## config.mk

```make
export PLATFORM = sky130hd
export DESIGN_NAME = irq_entry_seq
export DESIGN_NICKNAME = d
export VERILOG_FILES = /design/src/rtl/irq_entry_pkg.sv /design/src/rtl/irq_pend_latch.sv /design/src/rtl/irq_prio_pick.sv /design/src/rtl/irq_entry_fsm.sv /design/src/rtl/irq_entry_seq.sv
export SDC_FILE = /design/constraint.sdc
export NUM_CORES = 1
export LEC_CHECK = 0
export BUFFER_PORTS_ARGS = -buffer_cell sky130_fd_sc_hd__buf_2
export CAP_MARGIN = 20
export CORE_ASPECT_RATIO = 0.7
export CORE_MARGIN = 3
export CORE_UTILIZATION = 30
export DETAILED_ROUTE_END_ITERATION = 7
export PLACE_DENSITY_LB_ADDON = 0.25
export SKIP_LAST_GASP = 1
export SLEW_MARGIN = 20
export SYNTH_ARGS = -nofsm -noshare
export SYNTH_HDL_FRONTEND = slang
export SYNTH_HIERARCHICAL = 1
export SYNTH_SLANG_ARGS = --single-unit
```

## constraint.sdc

```tcl
create_clock -name clk -period 3.9 [get_ports clk]
set_clock_uncertainty 0.1 [all_clocks]
set_input_delay 0.195 -clock clk [delete_from_list [all_inputs] [get_ports clk]]
set_output_delay 0.195 -clock clk [all_outputs]
set_load 0.01 [all_outputs]
```

## src/rtl/irq_entry_pkg.sv

```systemverilog
// Shared types and defaults for the interrupt entry sequencer.
package irq_entry_pkg;

    // Entry sequence states: fetch pointer, catch it, save PC, save ACC, report.
    typedef enum logic [2:0] {
        ST_IDLE,
        ST_FETCH,
        ST_CATCH,
        ST_SAVE_PC,
        ST_SAVE_ACC,
        ST_DONE
    } entry_state_t;

    // Default pointer locations: twelve consecutive 16-bit words from 0x0010.
    function automatic logic [12*16-1:0] default_vec_locs();
        logic [12*16-1:0] v;
        for (int i = 0; i < 12; i++) begin
            v[i*16 +: 16] = 16'h0010 + 16'(i);
        end
        return v;
    endfunction

endpackage

```

## src/rtl/irq_pend_latch.sv

```systemverilog
// Pending request latches, one per category.
// Assumes: set and clear are single-cycle; a bit is cleared only by its clear input,
// and a set in the same cycle as a clear of that bit is absorbed (it was the accepted one).
module irq_pend_latch #(
    parameter int NCAT = 12
) (
    input  logic            clk,
    input  logic            rst_n,
    input  logic [NCAT-1:0] set_i,
    input  logic [NCAT-1:0] clr_i,
    output logic [NCAT-1:0] pend_o
);

    for (genvar g = 0; g < NCAT; g++) begin : g_bit
        // Hold a request until its category is accepted.
        always_ff @(posedge clk) begin
            if (!rst_n) begin
                pend_o[g] <= 1'b0;
            end else begin
                pend_o[g] <= (pend_o[g] | set_i[g]) & ~clr_i[g];
            end
        end
    end

endmodule

```

## src/rtl/irq_prio_pick.sv

```systemverilog
// Fixed-priority picker: lowest index wins.
// Assumes: purely combinational; IW is wide enough to hold N-1.
module irq_prio_pick #(
    parameter int N  = 12,
    parameter int IW = 4
) (
    input  logic [N-1:0]  cand_i,
    output logic [N-1:0]  grant_o,
    output logic [IW-1:0] idx_o,
    output logic          any_o
);

    // Scan from the lowest priority up so the highest-priority hit is the last to write.
    always_comb begin
        grant_o = '0;
        idx_o   = '0;
        any_o   = |cand_i;
        for (int i = N - 1; i >= 0; i--) begin
            if (cand_i[i]) begin
                grant_o    = '0;
                grant_o[i] = 1'b1;
                idx_o      = IW'(i);
            end
        end
    end

endmodule

```

## src/rtl/irq_entry_fsm.sv

```systemverilog
// Memory-indirect entry sequence: read the pointer, save PC and ACC, report the handler start.
// Assumes: synchronous memory with read data valid one cycle after a read request,
// writes always accepted; start is only raised while idle.
module irq_entry_fsm
    import irq_entry_pkg::*;
#(
    parameter int AW = 16,
    parameter int DW = 16,
    parameter int CW = 4
) (
    input  logic          clk,
    input  logic          rst_n,
    input  logic          start_i,
    input  logic [AW-1:0] loc_i,
    input  logic [AW-1:0] pc_i,
    input  logic [DW-1:0] acc_i,
    input  logic [DW-1:0] nacc_i,
    input  logic [CW-1:0] cat_i,
    output logic          mem_req_o,
    output logic          mem_we_o,
    output logic [AW-1:0] mem_addr_o,
    output logic [DW-1:0] mem_wdata_o,
    input  logic [DW-1:0] mem_rdata_i,
    output logic          done_o,
    output logic [AW-1:0] new_pc_o,
    output logic [DW-1:0] new_acc_o,
    output logic [CW-1:0] cat_o,
    output logic          busy_o
);

    entry_state_t  state_q, state_d;
    logic [AW-1:0] loc_q, pc_q, ptr_q;
    logic [DW-1:0] acc_q, nacc_q;
    logic [CW-1:0] cat_q;

    // Next-state: step through the fixed sequence once started.
    always_comb begin
        state_d = state_q;
        unique case (state_q)
            ST_IDLE:     if (start_i) state_d = ST_FETCH;
            ST_FETCH:    state_d = ST_CATCH;
            ST_CATCH:    state_d = ST_SAVE_PC;
            ST_SAVE_PC:  state_d = ST_SAVE_ACC;
            ST_SAVE_ACC: state_d = ST_DONE;
            ST_DONE:     state_d = ST_IDLE;
            default:     state_d = ST_IDLE;
        endcase
    end

    // State register.
    always_ff @(posedge clk) begin
        if (!rst_n) state_q <= ST_IDLE;
        else        state_q <= state_d;
    end

    // Capture the entry context at the accepting edge.
    always_ff @(posedge clk) begin
        if (!rst_n) begin
            loc_q  <= '0;
            pc_q   <= '0;
            acc_q  <= '0;
            nacc_q <= '0;
            cat_q  <= '0;
        end else if (state_q == ST_IDLE && start_i) begin
            loc_q  <= loc_i;
            pc_q   <= pc_i;
            acc_q  <= acc_i;
            nacc_q <= nacc_i;
            cat_q  <= cat_i;
        end
    end

    // Capture the handler pointer returned by memory.
    always_ff @(posedge clk) begin
        if (!rst_n)                  ptr_q <= '0;
        else if (state_q == ST_CATCH) ptr_q <= AW'(mem_rdata_i);
    end

    // Memory port driven from state only.
    always_comb begin
        mem_req_o   = 1'b0;
        mem_we_o    = 1'b0;
        mem_addr_o  = '0;
        mem_wdata_o = '0;
        unique case (state_q)
            ST_FETCH: begin
                mem_req_o  = 1'b1;
                mem_addr_o = loc_q;
            end
            ST_SAVE_PC: begin
                mem_req_o   = 1'b1;
                mem_we_o    = 1'b1;
                mem_addr_o  = ptr_q;
                mem_wdata_o = DW'(pc_q);
            end
            ST_SAVE_ACC: begin
                mem_req_o   = 1'b1;
                mem_we_o    = 1'b1;
                mem_addr_o  = ptr_q + AW'(1);
                mem_wdata_o = acc_q;
            end
            default: ;
        endcase
    end

    assign done_o    = (state_q == ST_DONE);
    assign new_pc_o  = ptr_q + AW'(2);
    assign new_acc_o = nacc_q;
    assign cat_o     = cat_q;
    assign busy_o    = (state_q != ST_IDLE);

endmodule

```

## src/rtl/irq_entry_seq.sv

```systemverilog
// Top: pending latches, PSW masking, master enable, priority pick, and the entry sequence.
// Assumes: the core stalls while busy is high; PSW bit i enables category i for i < NCAT;
// category 0 is the trap, category NCAT-1 is the external-device class.
module irq_entry_seq
    import irq_entry_pkg::*;
#(
    parameter int                    NCAT     = 12,
    parameter int                    AW       = 16,
    parameter int                    DW       = 16,
    parameter int                    TW       = 8,
    parameter logic [NCAT*AW-1:0]    VEC_LOCS = default_vec_locs()
) (
    input  logic            clk,
    input  logic            rst_n,
    input  logic [NCAT-1:1] hw_req,
    input  logic [DW-1:0]   psw,
    input  logic            mie_set,
    input  logic            mie_clr,
    output logic            mie,
    input  logic            instr_end,
    input  logic            trap_exec,
    input  logic [TW-1:0]   trap_d,
    input  logic [AW-1:0]   cur_pc,
    input  logic [DW-1:0]   cur_acc,
    input  logic [DW-1:0]   ext_data,
    output logic            mem_req,
    output logic            mem_we,
    output logic [AW-1:0]   mem_addr,
    output logic [DW-1:0]   mem_wdata,
    input  logic [DW-1:0]   mem_rdata,
    output logic            acc_ld,
    output logic [DW-1:0]   acc_ld_data,
    output logic            done,
    output logic [AW-1:0]   new_pc,
    output logic [DW-1:0]   new_acc,
    output logic [$clog2(NCAT)-1:0] entry_cat,
    output logic            busy
);

    localparam int CW      = $clog2(NCAT);
    localparam int EXT_CAT = NCAT - 1;

    logic [NCAT-1:0] pend, set_vec, clr_vec, cand, grant;
    logic [CW-1:0]   pick_idx;
    logic            pick_any, boundary, trap_fire, trap_raise, accept;
    logic            mie_q, acc_ld_q;
    logic [TW-1:0]   trap_d_q, trap_d_eff;
    logic [DW-1:0]   acc_ld_data_q, nacc;
    logic [AW-1:0]   loc_sel;
    logic            unused_psw_hi;

    assign unused_psw_hi = ^psw[DW-1:NCAT];

    // Boundary qualifiers and trap request.
    assign boundary   = instr_end && !busy;
    assign trap_fire  = boundary && trap_exec;
    assign trap_raise = trap_fire && psw[0];
    assign set_vec    = {hw_req, trap_raise};

    irq_pend_latch #(.NCAT(NCAT)) i_pend (
        .clk    (clk),
        .rst_n  (rst_n),
        .set_i  (set_vec),
        .clr_i  (clr_vec),
        .pend_o (pend)
    );

    // Compare pending (including this cycle's requests) against the PSW enables.
    assign cand = (pend | set_vec) & psw[NCAT-1:0];

    irq_prio_pick #(.N(NCAT), .IW(CW)) i_pick (
        .cand_i  (cand),
        .grant_o (grant),
        .idx_o   (pick_idx),
        .any_o   (pick_any)
    );

    assign accept  = boundary && mie_q && pick_any;
    assign clr_vec = accept ? grant : '0;

    // Master enable: clearing by acceptance or request wins over setting.
    always_ff @(posedge clk) begin
        if (!rst_n)                  mie_q <= 1'b0;
        else if (accept || mie_clr)  mie_q <= 1'b0;
        else if (mie_set)            mie_q <= 1'b1;
    end
    assign mie = mie_q;

    // Hold the trap field of a raised trap until it is taken.
    always_ff @(posedge clk) begin
        if (!rst_n)          trap_d_q <= '0;
        else if (trap_raise) trap_d_q <= trap_d;
    end
    assign trap_d_eff = trap_raise ? trap_d : trap_d_q;

    // Direct accumulator load for a trap that is not taken at its boundary.
    always_ff @(posedge clk) begin
        if (!rst_n) begin
            acc_ld_q      <= 1'b0;
            acc_ld_data_q <= '0;
        end else begin
            acc_ld_q      <= trap_fire && !(accept && grant[0]);
            acc_ld_data_q <= DW'(trap_d);
        end
    end
    assign acc_ld      = acc_ld_q;
    assign acc_ld_data = acc_ld_data_q;

    // Class-dependent new accumulator value.
    always_comb begin
        if (pick_idx == CW'(0))            nacc = DW'(trap_d_eff);
        else if (pick_idx == CW'(EXT_CAT)) nacc = ext_data;
        else                               nacc = cur_acc;
    end

    // Pointer location parameter for the picked category.
    always_comb begin
        loc_sel = '0;
        for (int i = 0; i < NCAT; i++) begin
            if (pick_idx == CW'(i)) loc_sel = VEC_LOCS[i*AW +: AW];
        end
    end

    irq_entry_fsm #(.AW(AW), .DW(DW), .CW(CW)) i_fsm (
        .clk         (clk),
        .rst_n       (rst_n),
        .start_i     (accept),
        .loc_i       (loc_sel),
        .pc_i        (cur_pc),
        .acc_i       (cur_acc),
        .nacc_i      (nacc),
        .cat_i       (pick_idx),
        .mem_req_o   (mem_req),
        .mem_we_o    (mem_we),
        .mem_addr_o  (mem_addr),
        .mem_wdata_o (mem_wdata),
        .mem_rdata_i (mem_rdata),
        .done_o      (done),
        .new_pc_o    (new_pc),
        .new_acc_o   (new_acc),
        .cat_o       (entry_cat),
        .busy_o      (busy)
    );

endmodule

```

* After elaboration in Yosys (flattened, before gate mapping)
Cells that the tools add are included.
Storage, ports and cells: output and inout port bits 90, register bits 125, logic and storage cells 146, input port bits 105
Cells by class: reduce and logical (&&, ||, !) cells 18, add/sub/neg operators 2, bitwise gates (word level) 39, multiplexer cells 46, equality and inequality tests 17
Operator list (count):
- $mux 16 | 13
- $mux 12 | 13
- $mux 4 | 12
- $pmux 16 s3 | 1
- $pmux 16 s2 | 1
- $add 16x1->16 const B | 1
- $add 16x2->16 const B | 1
- $eq 4x3->1 const B | 4
- $eq 4x4->1 const B | 4
- $pmux 3 s5 | 1
- $not 1->1 | 13
- $and 1x1->1 | 12
- $and 12x12->12 | 1
- $or 1x1->1 | 12
- $or 12x12->12 | 1
- $reduce_or 12->1 | 1
- $eq 4x2->1 const B | 2
- $logic_and 1x1->1 | 8
- $mux 8 | 1
- $eq 3x2->1 const B | 2
- $eq 3x3->1 const B | 2
- $mux 5 | 1
- $eq 4x1->1 const B | 1
- $logic_not 4->1 | 1
- 10 further kinds | 13

* Longest topological paths before layout
word-level depth 32, gate-level depth with buffers 16, depth with buffers taken out 12

* Cells and area by module
The synthesis kept the hierarchy.
Modules (own cells, without submodules):
- irq_entry_fsm | cells each 536, instances 1, area an instance 4210.3 um^2, sequential area each 1741.7 um^2
- irq_entry_seq | cells each 137, instances 1, area an instance 1192.4 um^2, sequential area each 360.3 um^2
- irq_pend_latch | cells each 37, instances 1, area an instance 432.9 um^2, sequential area each 240.2 um^2
- irq_prio_pick | cells each 35, instances 1, area an instance 231.5 um^2, sequential area each 0.0 um^2

* Worst setup path before layout
OpenSTA, ideal clock, no wires.
kind reg-to-reg, from register i_fsm.state_q[0], to register i_fsm.nacc_q[0] (netlist: i_fsm/new_acc_o[0]), path buffers 2, data required time 3730 ps, data arrival time 2909 ps, period minus slack after synthesis 3080 ps, setup time 70 ps, stages on the path, launching flop included 14, path slack 820 ps, cells stage by stage dfxtp_1 buf_2 nor3_4 inv_1 and3b_1 o21a_1 nor2b_1 a2111oi_0 a21oi_1 nor4_4 buf_6 mux2i_1 nand2_1 a21oi_1
On the way: word-level cells in the longest chain between the ends 11, elaborated cells on any way between the ends 18, classes of those cells 1 x eq/ne; 4 x mux; 2 x bitwise; 11 x reduce/logical
RTL lines:
- start: declaration | RTL line irq_entry_fsm.sv:31 | entry_state_t state_q, state_d;
- start signal: assignment | RTL line irq_entry_fsm.sv:53 | else state_q <= state_d;
- $reduce_bool 3->1 (*) | RTL line irq_entry_fsm.sv:110 | assign busy_o = (state_q != ST_IDLE);
- net busy | RTL line irq_entry_seq.sv:37 | output logic busy
- $logic_not 1->1 (*) | RTL line irq_entry_seq.sv:55 | assign boundary = instr_end && !busy;
- $logic_and 1x1->1 (*) | RTL line irq_entry_seq.sv:55
- $logic_and 1x1->1 (*) | RTL line irq_entry_seq.sv:56 | assign trap_fire = boundary && trap_exec;
- $logic_and 1x1->1 (*) | RTL line irq_entry_seq.sv:57 | assign trap_raise = trap_fire && psw[0];
- $or 12x12->12 (*) | RTL line irq_entry_seq.sv:69 | assign cand = (pend | set_vec) & psw[NCAT-1:0];
- $and 12x12->12 (*) | RTL line irq_entry_seq.sv:69
- net cand[0] | RTL line irq_entry_seq.sv:43 | logic [NCAT-1:0] pend, set_vec, clr_vec, cand, grant;
- $mux 4 (*) | RTL line irq_prio_pick.sv:19 | if (cand_i[i]) begin
- net pick_idx[0] | RTL line irq_entry_seq.sv:44 | logic [CW-1:0] pick_idx;
- $eq 4x4->1 | RTL line irq_entry_seq.sv:112 | else if (pick_idx == CW'(EXT_CAT)) nacc = ext_data;
- $mux 16 | RTL line irq_entry_seq.sv:112
- $mux 16 (*) | RTL line irq_entry_seq.sv:111 | if (pick_idx == CW'(0)) nacc = DW'(trap_d_eff);
- net nacc[0] | RTL line irq_entry_seq.sv:48 | logic [DW-1:0] acc_ld_data_q, nacc;
- end signal: assignment | RTL line irq_entry_fsm.sv:68 | nacc_q <= nacc_i;
- end: declaration | RTL line irq_entry_fsm.sv:33 | logic [DW-1:0] acc_q, nacc_q;
The timed path passes the listed nets; every way through them passes the cells marked *. A chain may end at the register's enable or synchronous reset.

* Worst setup path in the final report
from register i_fsm.state_q[2], to register i_fsm.nacc_q[6] (netlist: i_fsm/new_acc_o[6])
On the way: word-level cells in the longest chain between the ends 11, elaborated cells on any way between the ends 18, classes of those cells 1 x eq/ne; 4 x mux; 2 x bitwise; 11 x reduce/logical
RTL lines (RTL line):
- $reduce_bool 3->1 (*) | irq_entry_fsm.sv:110
- $logic_not 1->1 (*) | irq_entry_seq.sv:55
- $logic_and 1x1->1 (*) | irq_entry_seq.sv:55
- $logic_and 1x1->1 (*) | irq_entry_seq.sv:56
- $logic_and 1x1->1 (*) | irq_entry_seq.sv:57
- $or 12x12->12 (*) | irq_entry_seq.sv:69
- $and 12x12->12 (*) | irq_entry_seq.sv:69
- net cand[0] | irq_entry_seq.sv:43
- $mux 4 (*) | irq_prio_pick.sv:19
- net pick_idx[0] | irq_entry_seq.sv:44
- $eq 4x4->1 | irq_entry_seq.sv:112
- $mux 16 | irq_entry_seq.sv:112
- $mux 16 (*) | irq_entry_seq.sv:111
- net nacc[6] | irq_entry_seq.sv:48
Marked as above.

==> results.sh <==
export IMPL_synth_top_area_cell="dfxtp_1"
export IMPL_ios=195
export IMPL_grt_pass1_vias=5681
export IMPL_die_h_um=125
export IMPL_ctsResizeCount=0
export IMPL_cap_violations=0
export IMPL_yosysWarnings=6
export IMPL_cts_inserted_buffers=17
export IMPL_antenna_found_initial=0
export IMPL_via_count=5775
export IMPL_drive_above_1_share=0.268
export IMPL_clk_pin_slew_ps=60
export IMPL_ant_nets=0
export IMPL_core_mm2=0.0194
export IMPL_finalHoldViolCount=0
export IMPL_synthFlopType="dfxtp_1"
export IMPL_synth_edff_count=0
export IMPL_status="complete, no violations"
export IMPL_grt_pass1_wl_um=29700
export IMPL_leakage_nw=3.49
export IMPL_synth_top_area_frac=0.386
export IMPL_cts_tree="built"
export IMPL_synthCells=745
export IMPL_fin_util=0.432
export IMPL_io_buffers=182
export IMPL_diodes=0
export IMPL_num_rows=42
export IMPL_gpl_final_weighted_congestion=0.762
export IMPL_syn2layout_area_growth_pct=38.0
export IMPL_worst_setup_path_end_kind="flop"
export IMPL_worstSetupPathType="flop to flop"
export IMPL_arrival_ps=3730
export IMPL_layout_nets=1081
export IMPL_synth_cell_types=49
export IMPL_worstPathRequired_ps=4090
export IMPL_synth_area_per_cell_um2=8.14
export IMPL_ys_async_sr_fraction=0
export IMPL_grt_max_degree=69
export IMPL_wl_um=18900
export IMPL_synth_area_top_cells="dfxtp_1 (39%), nand2_1 (12%), a21oi_1 (6.4%), mux2i_1 (5.6%), and2_1 (3.1%)"
export IMPL_hp_class="primary input to flop"
export IMPL_die_area_mm2=0.0220
export IMPL_clock_latency_ps=410
export IMPL_setup_viol=0
export IMPL_dr_pass1_iters=4
export IMPL_period_share=0.909
export IMPL_dr_first_iter_drc_count=374
export IMPL_cts_setup_buffers=0
export IMPL_grt_overflow=0
export IMPL_cts_sinks=117
export IMPL_rsz0062_at_grt="no"
export IMPL_fmax_mhz=282
export IMPL_vdd_drop_max_uv=207
export IMPL_final_max_slew_viol_count=0
export IMPL_dp_hpwl_um=13100
export IMPL_finalSetupTns_ps=0
export IMPL_via_per_inst=4.62
export IMPL_clock_path_buffers=2
export IMPL_seq_area_frac_synth=0.386
export IMPL_worstPathMaxFanout=16
export IMPL_worst_pin_slew_ps=1000
export IMPL_hold_buffers=67
export IMPL_die_x_um=176
export IMPL_start_kind="flop"
export IMPL_grt_total_usage=0.169
export IMPL_routedWlPerCell_um=15.1
export IMPL_initial_core_util=0.313
export IMPL_drc=0
export IMPL_h_tree_depth=4
export IMPL_synth_area_mm2=0.00607
export IMPL_power_density_mw_per_mm2=407
export IMPL_cts_root_buffer="clkbuf_16"
export IMPL_fin_crit_ps=3550
export IMPL_slew_headroom=0.333
export IMPL_synth_seq_cells=117
cells in the mapped netlist, types with 5 or more instances:
library cell  number
nand2_1          201
dfxtp_1          117
a21oi_1           77
mux2i_1           34
and2_1            30
nor2_1            27
clkbuf_1          21
a21oi_2           20
buf_2             19
buf_4             18
a22o_1            16
nor2b_1           14
xor2_1            14
xnor2_1           13
o21a_1            12
nor3b_2           10
o22ai_1            9
nor3_1             8
o21ai_0            8
nand4_1            7
buf_6              5
inv_1              5
nand2b_1           5
nand3_1            5
cell families (layout without fill, tap and decap cells):
group           after synthesis  in the layout  synth area share
simple gates                340            340             0.283
compound gates              152            152             0.159
flops                       117            117             0.386
buf+inv                      72            296            0.0724
mux                          34             34            0.0561
xor+xnor                     27             27            0.0390
fa+ha+maj                     2              2           0.00412
other cells                   1             19          0.000618
report_power, final:
group | leakage (nW) | switching (mW) | internal [mW]
logic | 2.24 | 0.220 | 0.202
clock network | 0.300 | 0.591 | 1.12
registers | 0.952 | 0.0384 | 1.24
registers in the layout, summed over array words and instances (netlist names):
| name | flops |
|---|---|
| i_pend/pend_o | 12 |
| trap_d_q | 8 |
| i_fsm/loc_q | 16 |
| i_fsm/ptr_q | 16 |
| i_fsm/cat_o | 4 |
| i_fsm/state_q | 3 |
| acc_ld | 1 |
| acc_ld_data | 8 |
| i_fsm/acc_q | 16 |
| i_fsm/new_acc_o | 16 |
| mie | 1 |
| i_fsm/pc_q | 16 |
layer usage:
metal  global-route usage  up-vias  routed length (µm)
li1                     -     2946                   -
met1                0.221     2671                8930
met2                0.268      141                8450
met3               0.0582       17                1290
met4               0.0437        0                 225
met5                    0        -                   0
final timing paths:
check / from / endpoint / slack (ps) / cells past startpoint
setup / recovery: i_fsm/state_q[2]$_SDFFE_PN0P_ / i_fsm/new_acc_o[6]$_SDFFE_PN0P_ / 350 / 12
hold / removal: cur_acc[4] / i_fsm/acc_q[4]$_SDFFE_PN0P_ / 9 / 3
setup reg to reg: i_fsm/state_q[2]$_SDFFE_PN0P_ / i_fsm/new_acc_o[6]$_SDFFE_PN0P_ / 350 / 12
hold reg to reg: i_fsm/new_acc_o[1]$_SDFFE_PN0P_ / i_fsm/new_acc_o[1]$_SDFFE_PN0P_ / 350 / 2
area by class of cell:
cell class	instances	area, µm²
Multi-Input combinational cell	574	3360
Clock buffer	20	467
Inverter	5	20.0
Sequential cell	117	2340
Fill cell	1966	11000
Clock inverter	12	176
Tap cell	264	330
Timing Repair Buffer	259	1680
stage by stage:
stage	setup WS, ps	power (mW)	hold WS [ps]	instance area [µm²]	cells
after CTS	295	3.45	0.694	8370	1251
after global placement	385	1.68	262	7060	1152
after global routing	6.70	3.56	13.2	8370	1251
after floorplan	820	1.55	172	6130	763
final	354	3.41	8.99	8370	1251
after detailed placement	324	1.68	267	7060	1152
layout by cell type (no fill, tap or decap), types with 5 or more instances in the layout:
cell           Yosys  layout
nand2_1          201     200
o21ai_0            8       8
clkinvlp_4         0       5
nor2_1            27      27
nor2b_1           14      14
a21oi_1           77      77
o22ai_1            9       9
a21oi_2           20      20
nand3_1            5       5
nor3b_2           10      10
dfxtp_1          117     117
nand2b_1           5       5
conb_1             1      19
and2_1            30      29
a22o_1            16      16
clkbuf_16          0      17
nor3_1             8       8
nand4_1            7       7
buf_4             18       8
mux2i_1           34      34
o21a_1            12      12
xnor2_1           13      13
xor2_1            14      14
dlygate4sd3_1      0      67
buf_2             19     182
worst max-delay path, stage by stage (launching register included):
cell	delay (ps)
dfxtp_1	520
nor3_4	100
inv_1	100
and3b_1	190
o21a_1	250
nor2b_1	190
a2111oi_0	90
a21oi_1	520
and4b_1	850
mux2i_1	270
mux2i_1	90
nand2_1	70
a21oi_1	60
(Power assumes the default switching activity.)
